[config.mk]
export PLATFORM = sky130hd
export DESIGN_NAME = addr_decoder_top
export DESIGN_NICKNAME = d
export VERILOG_FILES = /design/src/rtl/adec_pkg.sv /design/src/rtl/adec_size_calc.sv /design/src/rtl/adec_region_map.sv /design/src/rtl/adec_protect.sv /design/src/rtl/adec_regfile.sv /design/src/rtl/addr_decoder_top.sv
export SDC_FILE = /design/constraint.sdc
export NUM_CORES = 2
export LEC_CHECK = 0
export BUFFER_PORTS_ARGS = -buffer_cell sky130_fd_sc_hd__buf_2
export CORE_MARGIN = 2
export CORE_UTILIZATION = 61
export CTS_BUF_LIST = sky130_fd_sc_hd__clkbuf_4 sky130_fd_sc_hd__clkbuf_8
export CTS_CLUSTER_DIAMETER = 80
export CTS_CLUSTER_SIZE = 10
export DETAILED_ROUTE_END_ITERATION = 10
export PLACE_DENSITY = 0.74
export SETUP_SLACK_MARGIN = 0.02
export SKIP_LAST_GASP = 1
export SYNTH_ARGS = -nofsm -noshare
export SYNTH_HDL_FRONTEND = slang
export SYNTH_SLANG_ARGS = --single-unit
[constraint.sdc]
create_clock -name clk -period 5.65 [get_ports clk]
set_input_delay 0.8475 -clock clk [delete_from_list [all_inputs] [get_ports clk]]
set_output_delay 0.8475 -clock clk [all_outputs]
set_load 0.05 [all_outputs]
[src/rtl/adec_pkg.sv]
package adec_pkg;
  typedef enum logic [1:0] {RG_NONE, RG_ROM, RG_RAM, RG_REGS} region_e;

  // word indices inside the register window
  localparam int IDX_CTRL = 0;
  localparam int IDX_MCFG = 4;
  localparam int IDX_WAIT = 6;
  localparam int IDX_LIMLO = 8;
  localparam int IDX_LIMHI = 9;

  localparam int CTRL_PROT_BIT = 3;
  localparam logic [31:0] CTRL_KEEP = 32'h0000_000B;
endpackage

[src/rtl/adec_size_calc.sv]
module adec_size_calc #(
  parameter int ADDR_W   = 32,
  parameter int FIELD_W  = 3,
  parameter int MIN_LOG2 = 12,
  parameter int MAX_LOG2 = 19
) (
  input  logic [FIELD_W-1:0] field,
  output logic [ADDR_W-1:0]  limit
);
  localparam int SPAN = MAX_LOG2 - MIN_LOG2;

  logic [FIELD_W-1:0] shift;

  always_comb begin
    if (int'(field) > SPAN) shift = FIELD_W'(SPAN);
    else                    shift = field;
    limit = ADDR_W'(1) << (MIN_LOG2 + int'(shift));
  end
endmodule

[src/rtl/adec_region_map.sv]
module adec_region_map
  import adec_pkg::*;
#(
  parameter int               ADDR_W       = 32,
  parameter logic [ADDR_W-1:0] RAM_BASE    = 32'h0200_0000,
  parameter logic [ADDR_W-1:0] REG_BASE    = 32'h01F8_0000,
  parameter int               REG_WIN_LOG2 = 8
) (
  input  logic [ADDR_W-1:0] addr,
  input  logic [ADDR_W-1:0] rom_limit,
  input  logic [ADDR_W-1:0] ram_limit,
  output region_e           region
);
  logic [ADDR_W-1:0] ram_off;
  logic in_rom, in_ram, in_regs;

  always_comb begin
    ram_off = addr - RAM_BASE;
    in_rom  = addr < rom_limit;
    in_ram  = (addr >= RAM_BASE) && (ram_off < ram_limit);
    in_regs = addr[ADDR_W-1:REG_WIN_LOG2] == REG_BASE[ADDR_W-1:REG_WIN_LOG2];
    if (in_rom)       region = RG_ROM;
    else if (in_ram)  region = RG_RAM;
    else if (in_regs) region = RG_REGS;
    else              region = RG_NONE;
  end
endmodule

[src/rtl/adec_protect.sv]
module adec_protect #(
  parameter int ADDR_W = 32
) (
  input  logic              enable,
  input  logic              is_write,
  input  logic              is_ram,
  input  logic [ADDR_W-1:0] addr,
  input  logic [ADDR_W-1:0] lim_lo,
  input  logic [ADDR_W-1:0] lim_hi,
  output logic              violation
);
  logic outside;

  always_comb begin
    outside   = (addr < lim_lo) || (addr >= lim_hi);
    violation = enable && is_write && is_ram && outside;
  end
endmodule

[src/rtl/adec_regfile.sv]
module adec_regfile
  import adec_pkg::*;
#(
  parameter int DATA_W   = 32,
  parameter int WORDS    = 64,
  localparam int IDX_W   = $clog2(WORDS)
) (
  input  logic              clk,
  input  logic              rst_n,
  input  logic              we,
  input  logic [IDX_W-1:0]  idx,
  input  logic [DATA_W-1:0] wdata,
  output logic [DATA_W-1:0] rdata,
  output logic [DATA_W-1:0] ctrl,
  output logic [DATA_W-1:0] mcfg,
  output logic [DATA_W-1:0] wait_cfg,
  output logic [DATA_W-1:0] lim_lo,
  output logic [DATA_W-1:0] lim_hi
);
  logic [DATA_W-1:0] word_q [WORDS];

  for (genvar i = 0; i < WORDS; i++) begin : g_word
    localparam logic [DATA_W-1:0] KEEP = (i == IDX_CTRL) ? DATA_W'(CTRL_KEEP) : '1;
    always_ff @(posedge clk) begin
      if (!rst_n)
        word_q[i] <= '0;
      else if (we && (idx == IDX_W'(i)))
        word_q[i] <= wdata & KEEP;
    end
  end

  assign rdata    = word_q[idx];
  assign ctrl     = word_q[IDX_CTRL];
  assign mcfg     = word_q[IDX_MCFG];
  assign wait_cfg = word_q[IDX_WAIT];
  assign lim_lo   = word_q[IDX_LIMLO];
  assign lim_hi   = word_q[IDX_LIMHI];
endmodule

[src/rtl/addr_decoder_top.sv]
module addr_decoder_top
  import adec_pkg::*;
#(
  parameter int ADDR_W       = 32,
  parameter int DATA_W       = 32,
  parameter int ROM_MIN_LOG2 = 12,
  parameter int ROM_MAX_LOG2 = 19,
  parameter int RAM_MIN_LOG2 = 18,
  parameter int RAM_MAX_LOG2 = 22,
  parameter int SIZE_W       = 3,
  parameter int ROM_SIZE_LSB = 0,
  parameter int RAM_SIZE_LSB = 8,
  parameter int WS_W         = 4,
  parameter int REG_WIN_LOG2 = 8,
  parameter logic [ADDR_W-1:0] RAM_BASE = 32'h0200_0000,
  parameter logic [ADDR_W-1:0] REG_BASE = 32'h01F8_0000
) (
  input  logic              clk,
  input  logic              rst_n,
  input  logic [ADDR_W-1:0] bus_addr,
  input  logic              bus_rd,
  input  logic              bus_wr,
  input  logic [DATA_W-1:0] bus_wdata,
  output logic              rom_sel,
  output logic              ram_sel,
  output logic              reg_sel,
  output logic              mem_trap,
  output logic [DATA_W-1:0] reg_rdata,
  output logic [WS_W-1:0]   ws_rom,
  output logic [WS_W-1:0]   ws_ram
);
  localparam int WORDS = 1 << (REG_WIN_LOG2 - 2);
  localparam int IDX_W = REG_WIN_LOG2 - 2;

  logic [ADDR_W-1:0] rom_limit, ram_limit;
  logic [DATA_W-1:0] rf_rdata, ctrl, mcfg, wait_cfg, lim_lo, lim_hi;
  region_e           region;
  logic              access, violation, rf_we;

  adec_size_calc #(.ADDR_W(ADDR_W), .FIELD_W(SIZE_W),
                   .MIN_LOG2(ROM_MIN_LOG2), .MAX_LOG2(ROM_MAX_LOG2)) u_rom_size (
    .field (mcfg[ROM_SIZE_LSB +: SIZE_W]),
    .limit (rom_limit)
  );

  adec_size_calc #(.ADDR_W(ADDR_W), .FIELD_W(SIZE_W),
                   .MIN_LOG2(RAM_MIN_LOG2), .MAX_LOG2(RAM_MAX_LOG2)) u_ram_size (
    .field (mcfg[RAM_SIZE_LSB +: SIZE_W]),
    .limit (ram_limit)
  );

  adec_region_map #(.ADDR_W(ADDR_W), .RAM_BASE(RAM_BASE), .REG_BASE(REG_BASE),
                    .REG_WIN_LOG2(REG_WIN_LOG2)) u_map (
    .addr      (bus_addr),
    .rom_limit (rom_limit),
    .ram_limit (ram_limit),
    .region    (region)
  );

  adec_protect #(.ADDR_W(ADDR_W)) u_prot (
    .enable    (ctrl[CTRL_PROT_BIT]),
    .is_write  (bus_wr),
    .is_ram    (region == RG_RAM),
    .addr      (bus_addr),
    .lim_lo    (lim_lo),
    .lim_hi    (lim_hi),
    .violation (violation)
  );

  assign rf_we = bus_wr && (region == RG_REGS);

  adec_regfile #(.DATA_W(DATA_W), .WORDS(WORDS)) u_regs (
    .clk      (clk),
    .rst_n    (rst_n),
    .we       (rf_we),
    .idx      (bus_addr[REG_WIN_LOG2-1:2]),
    .wdata    (bus_wdata),
    .rdata    (rf_rdata),
    .ctrl     (ctrl),
    .mcfg     (mcfg),
    .wait_cfg (wait_cfg),
    .lim_lo   (lim_lo),
    .lim_hi   (lim_hi)
  );

  always_comb begin
    access    = bus_rd || bus_wr;
    rom_sel   = access && (region == RG_ROM);
    ram_sel   = access && (region == RG_RAM) && !violation;
    reg_sel   = access && (region == RG_REGS);
    mem_trap  = access && ((region == RG_NONE) || violation);
    reg_rdata = (bus_rd && region == RG_REGS) ? rf_rdata : '0;
  end

  assign ws_rom = wait_cfg[WS_W-1:0];
  assign ws_ram = wait_cfg[2*WS_W-1:WS_W];

  // at most one outcome per access
  a_r5_one_outcome: assert property (@(posedge clk) disable iff (!rst_n)
    $onehot0({rom_sel, ram_sel, reg_sel, mem_trap}));

  // idle bus stays quiet
  a_r5_idle_quiet: assert property (@(posedge clk) disable iff (!rst_n)
    !(bus_rd || bus_wr) |-> !(rom_sel || ram_sel || reg_sel || mem_trap));

  // ROM never selected beyond its largest size
  a_r2_rom_ceiling: assert property (@(posedge clk) disable iff (!rst_n)
    rom_sel |-> (bus_addr < (ADDR_W'(1) << ROM_MAX_LOG2)));

  // RAM never selected beyond its largest size
  a_r3_ram_ceiling: assert property (@(posedge clk) disable iff (!rst_n)
    ram_sel |-> (bus_addr >= RAM_BASE &&
                 (bus_addr - RAM_BASE) < (ADDR_W'(1) << RAM_MAX_LOG2)));

  // a protected RAM write that is selected lies within the limits
  a_r8_write_in_window: assert property (@(posedge clk) disable iff (!rst_n)
    (ram_sel && bus_wr && ctrl[CTRL_PROT_BIT]) |-> (bus_addr >= lim_lo && bus_addr < lim_hi));

  // read data is quiet outside register reads
  a_r11_rdata_quiet: assert property (@(posedge clk) disable iff (!rst_n)
    !(bus_rd && reg_sel) |-> (reg_rdata == '0));
endmodule

After elaboration in Yosys (flattened, before gate mapping) --
Memory sizes are Yosys's and may differ from the RTL's. Index checks and enable logic that the tools add are counted.
Word-level totals: output and inout bits 44, memories kept 1, bits of input ports 68, RAM bits 2048, register bits 0, logic and storage cells 486
Operators by class: reductions and logical operators 81, bitwise gates (word level) 64, mux-type cells 262, order comparisons 6, equal/unequal tests 67, shift operators 2, add/sub/neg operators 3
Memory list:
- u_regs.word_q | words 64, width 32, rd ports 6, clocked after Yosys merged registers in 0, wr ports 64, RTL line adec_regfile.sv:20 | logic [DATA_W-1:0] word_q [WORDS];
Operators by type and width (number):
- 2-to-1 mux 32 bit | 65
- 2-to-1 mux 1 bit | 193
- == test 6 bit (second input constant) | 32
- == test 6 x 5 -> 1 bit (second input constant) | 16
- < comparator 32 bit | 3
- logical AND 1 bit | 75
- bitwise OR 1 bit | 64
- << shifter 1 x 32 -> 32 bit (first input constant) | 2
- == test 6 x 4 -> 1 bit (second input constant) | 8
- >= comparator 32 x 26 -> 1 bit (second input constant) | 1
- >= comparator 32 bit | 1
- subtractor 32 x 26 -> 32 bit (second input constant) | 1
- == test 24 x 17 -> 1 bit (second input constant) | 1
- == test 6 x 3 -> 1 bit (second input constant) | 4
- == test 6 x 2 -> 1 bit (second input constant) | 2
- adder 5 x 3 -> 6 bit (first input constant) | 1
- == test 6 x 1 -> 1 bit (second input constant) | 1
- zero test 6 bit | 1
- 2-to-1 mux 2 bit | 3
- adder 4 x 3 -> 5 bit (first input constant) | 1
- == test 2 bit (second input constant) | 2
- > comparator 3 bit (second input constant) | 1
- logical OR 1 bit | 3
- 2-to-1 mux 3 bit | 1
- 3 further kinds | 3

Logic depth before layout (Yosys ltp) --
An unclocked memory read counts as a cell.
word-level depth 16, depth in mapped cells 11, depth with buffers taken out 11

By module --
From an unflattened synthesis, not the netlist that was laid out.
Second synthesis, totals: cell total of the unflattened synthesis 6826, area, all modules 96415.0 um2
By module, submodules not included:
- adec_regfile | area each 92180.9 um2, seq. area each 60628.1 um2, cells an instance 6227, times used 1
- adec_region_map | area each 1741.7 um2, seq. area each 0.0 um2, cells an instance 245, times used 1
- adec_protect | area each 1627.8 um2, seq. area each 0.0 um2, cells an instance 229, times used 1
- addr_decoder_top | area each 309.0 um2, seq. area each 0.0 um2, cells an instance 45, times used 1
- adec_size_calc (u_ram_size) | area each 306.5 um2, seq. area each 0.0 um2, cells an instance 47, times used 1
- adec_size_calc (u_rom_size) | area each 249.0 um2, seq. area each 0.0 um2, cells an instance 33, times used 1

Least setup slack after synthesis --
No wires, ideal clock.
path kind input to register, start input bus_addr[2], end memory u_regs.word_q[51][0] (enable), path slack 0.629 ns, arrival time 4.556 ns, stages on the path 8, library setup time 0.466 ns, cells stage by stage buf_2 > buf_4 > buf_4 > buf_4 > buf_4 > buf_2 > nand3_1 > o21ai_0
RTL lines:
- start, declared | RTL line addr_decoder_top.sv:20 | input logic [ADDR_W-1:0] bus_addr,
- end, declared | RTL line adec_regfile.sv:20

Worst setup path in the final report --
start input bus_addr[2], end output reg_rdata[15]
Between the ends: cells in the longest elaborated chain, start to end 8
Ends and longest elaborated chain:
- subtractor 32 x 26 -> 32 bit | RTL line adec_region_map.sv:18 | ram_off = addr - RAM_BASE;
- < comparator 32 bit | RTL line adec_region_map.sv:20 | in_ram = (addr >= RAM_BASE) && (ram_off < ram_limit);
- logical AND 1 bit | RTL line adec_region_map.sv:20
- 2-to-1 mux 2 bit | RTL line adec_region_map.sv:23 | else if (in_ram) region = RG_RAM;
- 2-to-1 mux 2 bit | RTL line adec_region_map.sv:22 | if (in_rom) region = RG_ROM;
- == test 2 bit | RTL line addr_decoder_top.sv:92 | reg_rdata = (bus_rd && region == RG_REGS) ? rf_rdata : '0;
- logical AND 1 bit | RTL line addr_decoder_top.sv:92
- 2-to-1 mux 32 bit * | RTL line addr_decoder_top.sv:92
- end, declared | RTL line addr_decoder_top.sv:28 | output logic [DATA_W-1:0] reg_rdata,
Mark *: on every way between the ends. The rest lies on a longest branch, timed or not.

==> results.md <==
* Die height at between 300 and 400 µm
* Max VDD drop at ~210 µV
* Largest Register: u_regs.word_q
* PnR worst setup slack at 542.0 ps
* P_leak at 34.74 nW
* Root buffer cell: clkbuf_8
* CTS Hold Buffers Added at 0
* Max clock buf depth at 3
* GR Overflow Total at 0
* Kind of critical path: input pin to output pin
* Clk slew on worst S/H paths at 70 ps
* Syn_area_per_cell at around 16 µm²
* ANT nets after route at 0
* Final period utilization at 90.41%
* H-tree Lvls at 4
* FF+latch count, synth at 2019
* Hold Path Class: input pin to flop
* Sequential share of the synthesized area at ~64%
* Filler cells at about 11k
* Asr flop ratio synth at 0%
* Outcome: completed
* Synth cell types at 57
* RSZ-0062 raised after global routing: false
* Hpwl dp at 148300 µm
* Core Rows at 144
* FMAX at 195.8 MHz
* Critical path required time at approximately 4800 ps
* Die ar. at 0.1575 mm²
* Endpoints failing setup at 0
* Setup WS pre-CTS at just over 600 ps
* Min Tclk post-route at 5108 ps
* Synth Area in Adders at 1.103%
* Number of remaining DRC errors at 0
* Horiz. Die Dim at 396.9 µm
* Total Power at 28.48 mW
* Top area cells in the synthesized netlist: edfxtp_1 64%, mux4_2 15%, and2_1 13%, clkbuf_1 1.7%, ha_1 1.1%
* Slew HR at 11.83%
* Cell taking the most area after synthesis: edfxtp_1
* CP Max Fanout at 48
* Pwr/cell area at 282.2 mW/mm²
* PostCTS Resize Cnt at 0
* Max reg flops at 2019
* Yosys warning total at 0
* Nets at 6092
* Initial antenna violation count at 20
* Worst Path Arrival at 4260 ps
* CP Capture Type: output pin
* DR iter-0 viols at 8495
* Detailed-route vias per instance at ~6.7
* Mux contribution to synthesized area at 15.00%
* Initial Util at 61.26%
* Final RePlAce weighted congestion at a little under 0.9
* GRT Overall Usage at a little over a third
* Max_cap viols at 0
* Vias in the first global route at between 50k and 60k
* CTS tree: done
* Setup bufs post-CTS at 0
* Simple-Gate Fraction of Synth Area at 14.90%
* WL/cell at 33.77 µm
* Layout cells sized above 1 at 22.74%
* Number of flops mapped to enable cells by yosys at a little over 2k
* Top flop regs: u_regs.word_q x2019
* Input/output buffers at 111
* Drt pass-1 iters at 5
* Slew Viols, Final at 0
* Most common flop cell mapped by yosys: edfxtp_1
* Cell area after placement at 0.09777 mm²
* CTS Buf Count at 219
* Crit start category: input pin
* Synth Area in Compound Gates at 1.543%
* Global-route wire length before repair at 384900 µm
* Xor/xnor cell area share of the yosys netlist at 0.01861%
* Largest family of logic cells by synthesized area: multiplexers
* Syn Inst Count at approximately 5.9k
* Worst slew pin tran at 1321 ps
* Fin. Hold Viols at 0
* Fin area at 0.1009 mm²
* Post-route setup TNS at 0 ps
* Post-Syn Area at 0.09415 mm²
* Routed wire length at between 200000 and 300000 µm
* Synth top area share at around 64%
* I/O Pins at 112
* Clock Sinks at 2019
* Area of the core at 0.1537 mm²
* Vias at 54.04k
* Largest net degree at the start of global routing at 89
* Area Growth Syn to Fin at 7.210%
[cells in the final DEF (no fill, tap or decap), types with 6 or more instances in the layout]
cell / Yosys / final
o21ai_4: 0 / 63
ha_1: 83 / 83
nand3_1: 19 / 18
inv_1: 76 / 76
clkbuf_8: 0 / 224
nor2_1: 75 / 22
buf_4: 14 / 240
a21oi_1: 79 / 79
nor3_1: 34 / 34
o21ai_0: 77 / 14
nand4_1: 16 / 16
nand2b_1: 33 / 31
o31ai_1: 29 / 29
nor2_2: 0 / 53
buf_2: 80 / 106
diode_2: 0 / 11
o22ai_1: 30 / 30
mux2i_1: 29 / 29
and3_1: 6 / 6
nor2_4: 10 / 10
buf_12: 0 / 18
edfxtp_1: 2019 / 2019
mux4_2: 614 / 614
conb_1: 1 / 6
and2_1: 2016 / 2016
nand2_1: 31 / 31
[through the flow]
step                util, %  hold WS (ps)  instances
detailed placement    63.61          1441       7764
global route          65.66         591.0       7996
floorplan                 -          1046       5934
global placement      63.61          1448       7764
CTS                   65.66         521.0       7995
finish                65.68         615.3       8006
[power by group]
part	switching, mW	internal (mW)	total [mW]	leakage, nW
clock network	4.87	3.51	8.38	1.63
logic	1.68	1.03	2.72	13.9
registers	0.217	17.2	17.4	19.2
total	6.77	21.7	28.5	34.7
[worst paths after layout]
path / from / end / slack, ps / cells after the start
max: bus_addr[2] / reg_rdata[15] / 540 / 7
min: rst_n / u_regs.word_q[60][0] / 620 / 2
[cells in the mapped netlist, types with 32 or more instances]
cell type	instances
ha_1	83
buf_1	32
nand2b_1	33
nor2_1	75
clkbuf_1	426
edfxtp_1	2019
a21oi_1	79
mux4_2	614
nor3_1	34
buf_2	80
inv_1	76
o21ai_0	77
and2_1	2016
[cells by family after synthesis]
| group | after synthesis |
|---|---|
| AOI/OAI and AO/OA | 248 |
| xor gates and xnor gates | 2 |
| adders and majority gates | 83 |
| buffers and inverters | 659 |
| DFF | 2019 |
| muxes | 643 |
| other | 1 |
| and+or+nand+nor | 2274 |
[routing by layer]
metal / track usage, % / wire (µm) / up-vias / part of all wire (%)
li1: - / - / 21730 / -
met1: 48.92 / 98110 / 27900 / 36
met2: 52.90 / 124300 / 3818 / 46
met3: 9.923 / 38060 / 580 / 14
met4: 12.11 / 9727 / 16 / 3.6
met5: 0 / 114 / - / 0.042
[worst max-delay path: stages]
cell and delay (ps):
buf_8 480, buf_4 670, mux4_2 590, mux4_2 470, o22ai_1 560, nor3_1 260
buf_2 290
[cell type report]
type                       count  area [µm²]  share of cell area [%]
timing repair buffer         369        2760                   2.734
multi-input combinational   3256       31540                   31.24
clock buffer                 225        3090                   3.062
sequential                  2019       60630                   60.06
antenna                       11       27.53                 0.02727
tap                         2044        2557                   2.534
inverter                      76       285.3                  0.2826
clock inverter                 6       53.80                 0.05330
Power figures use the tool's default switching activity.
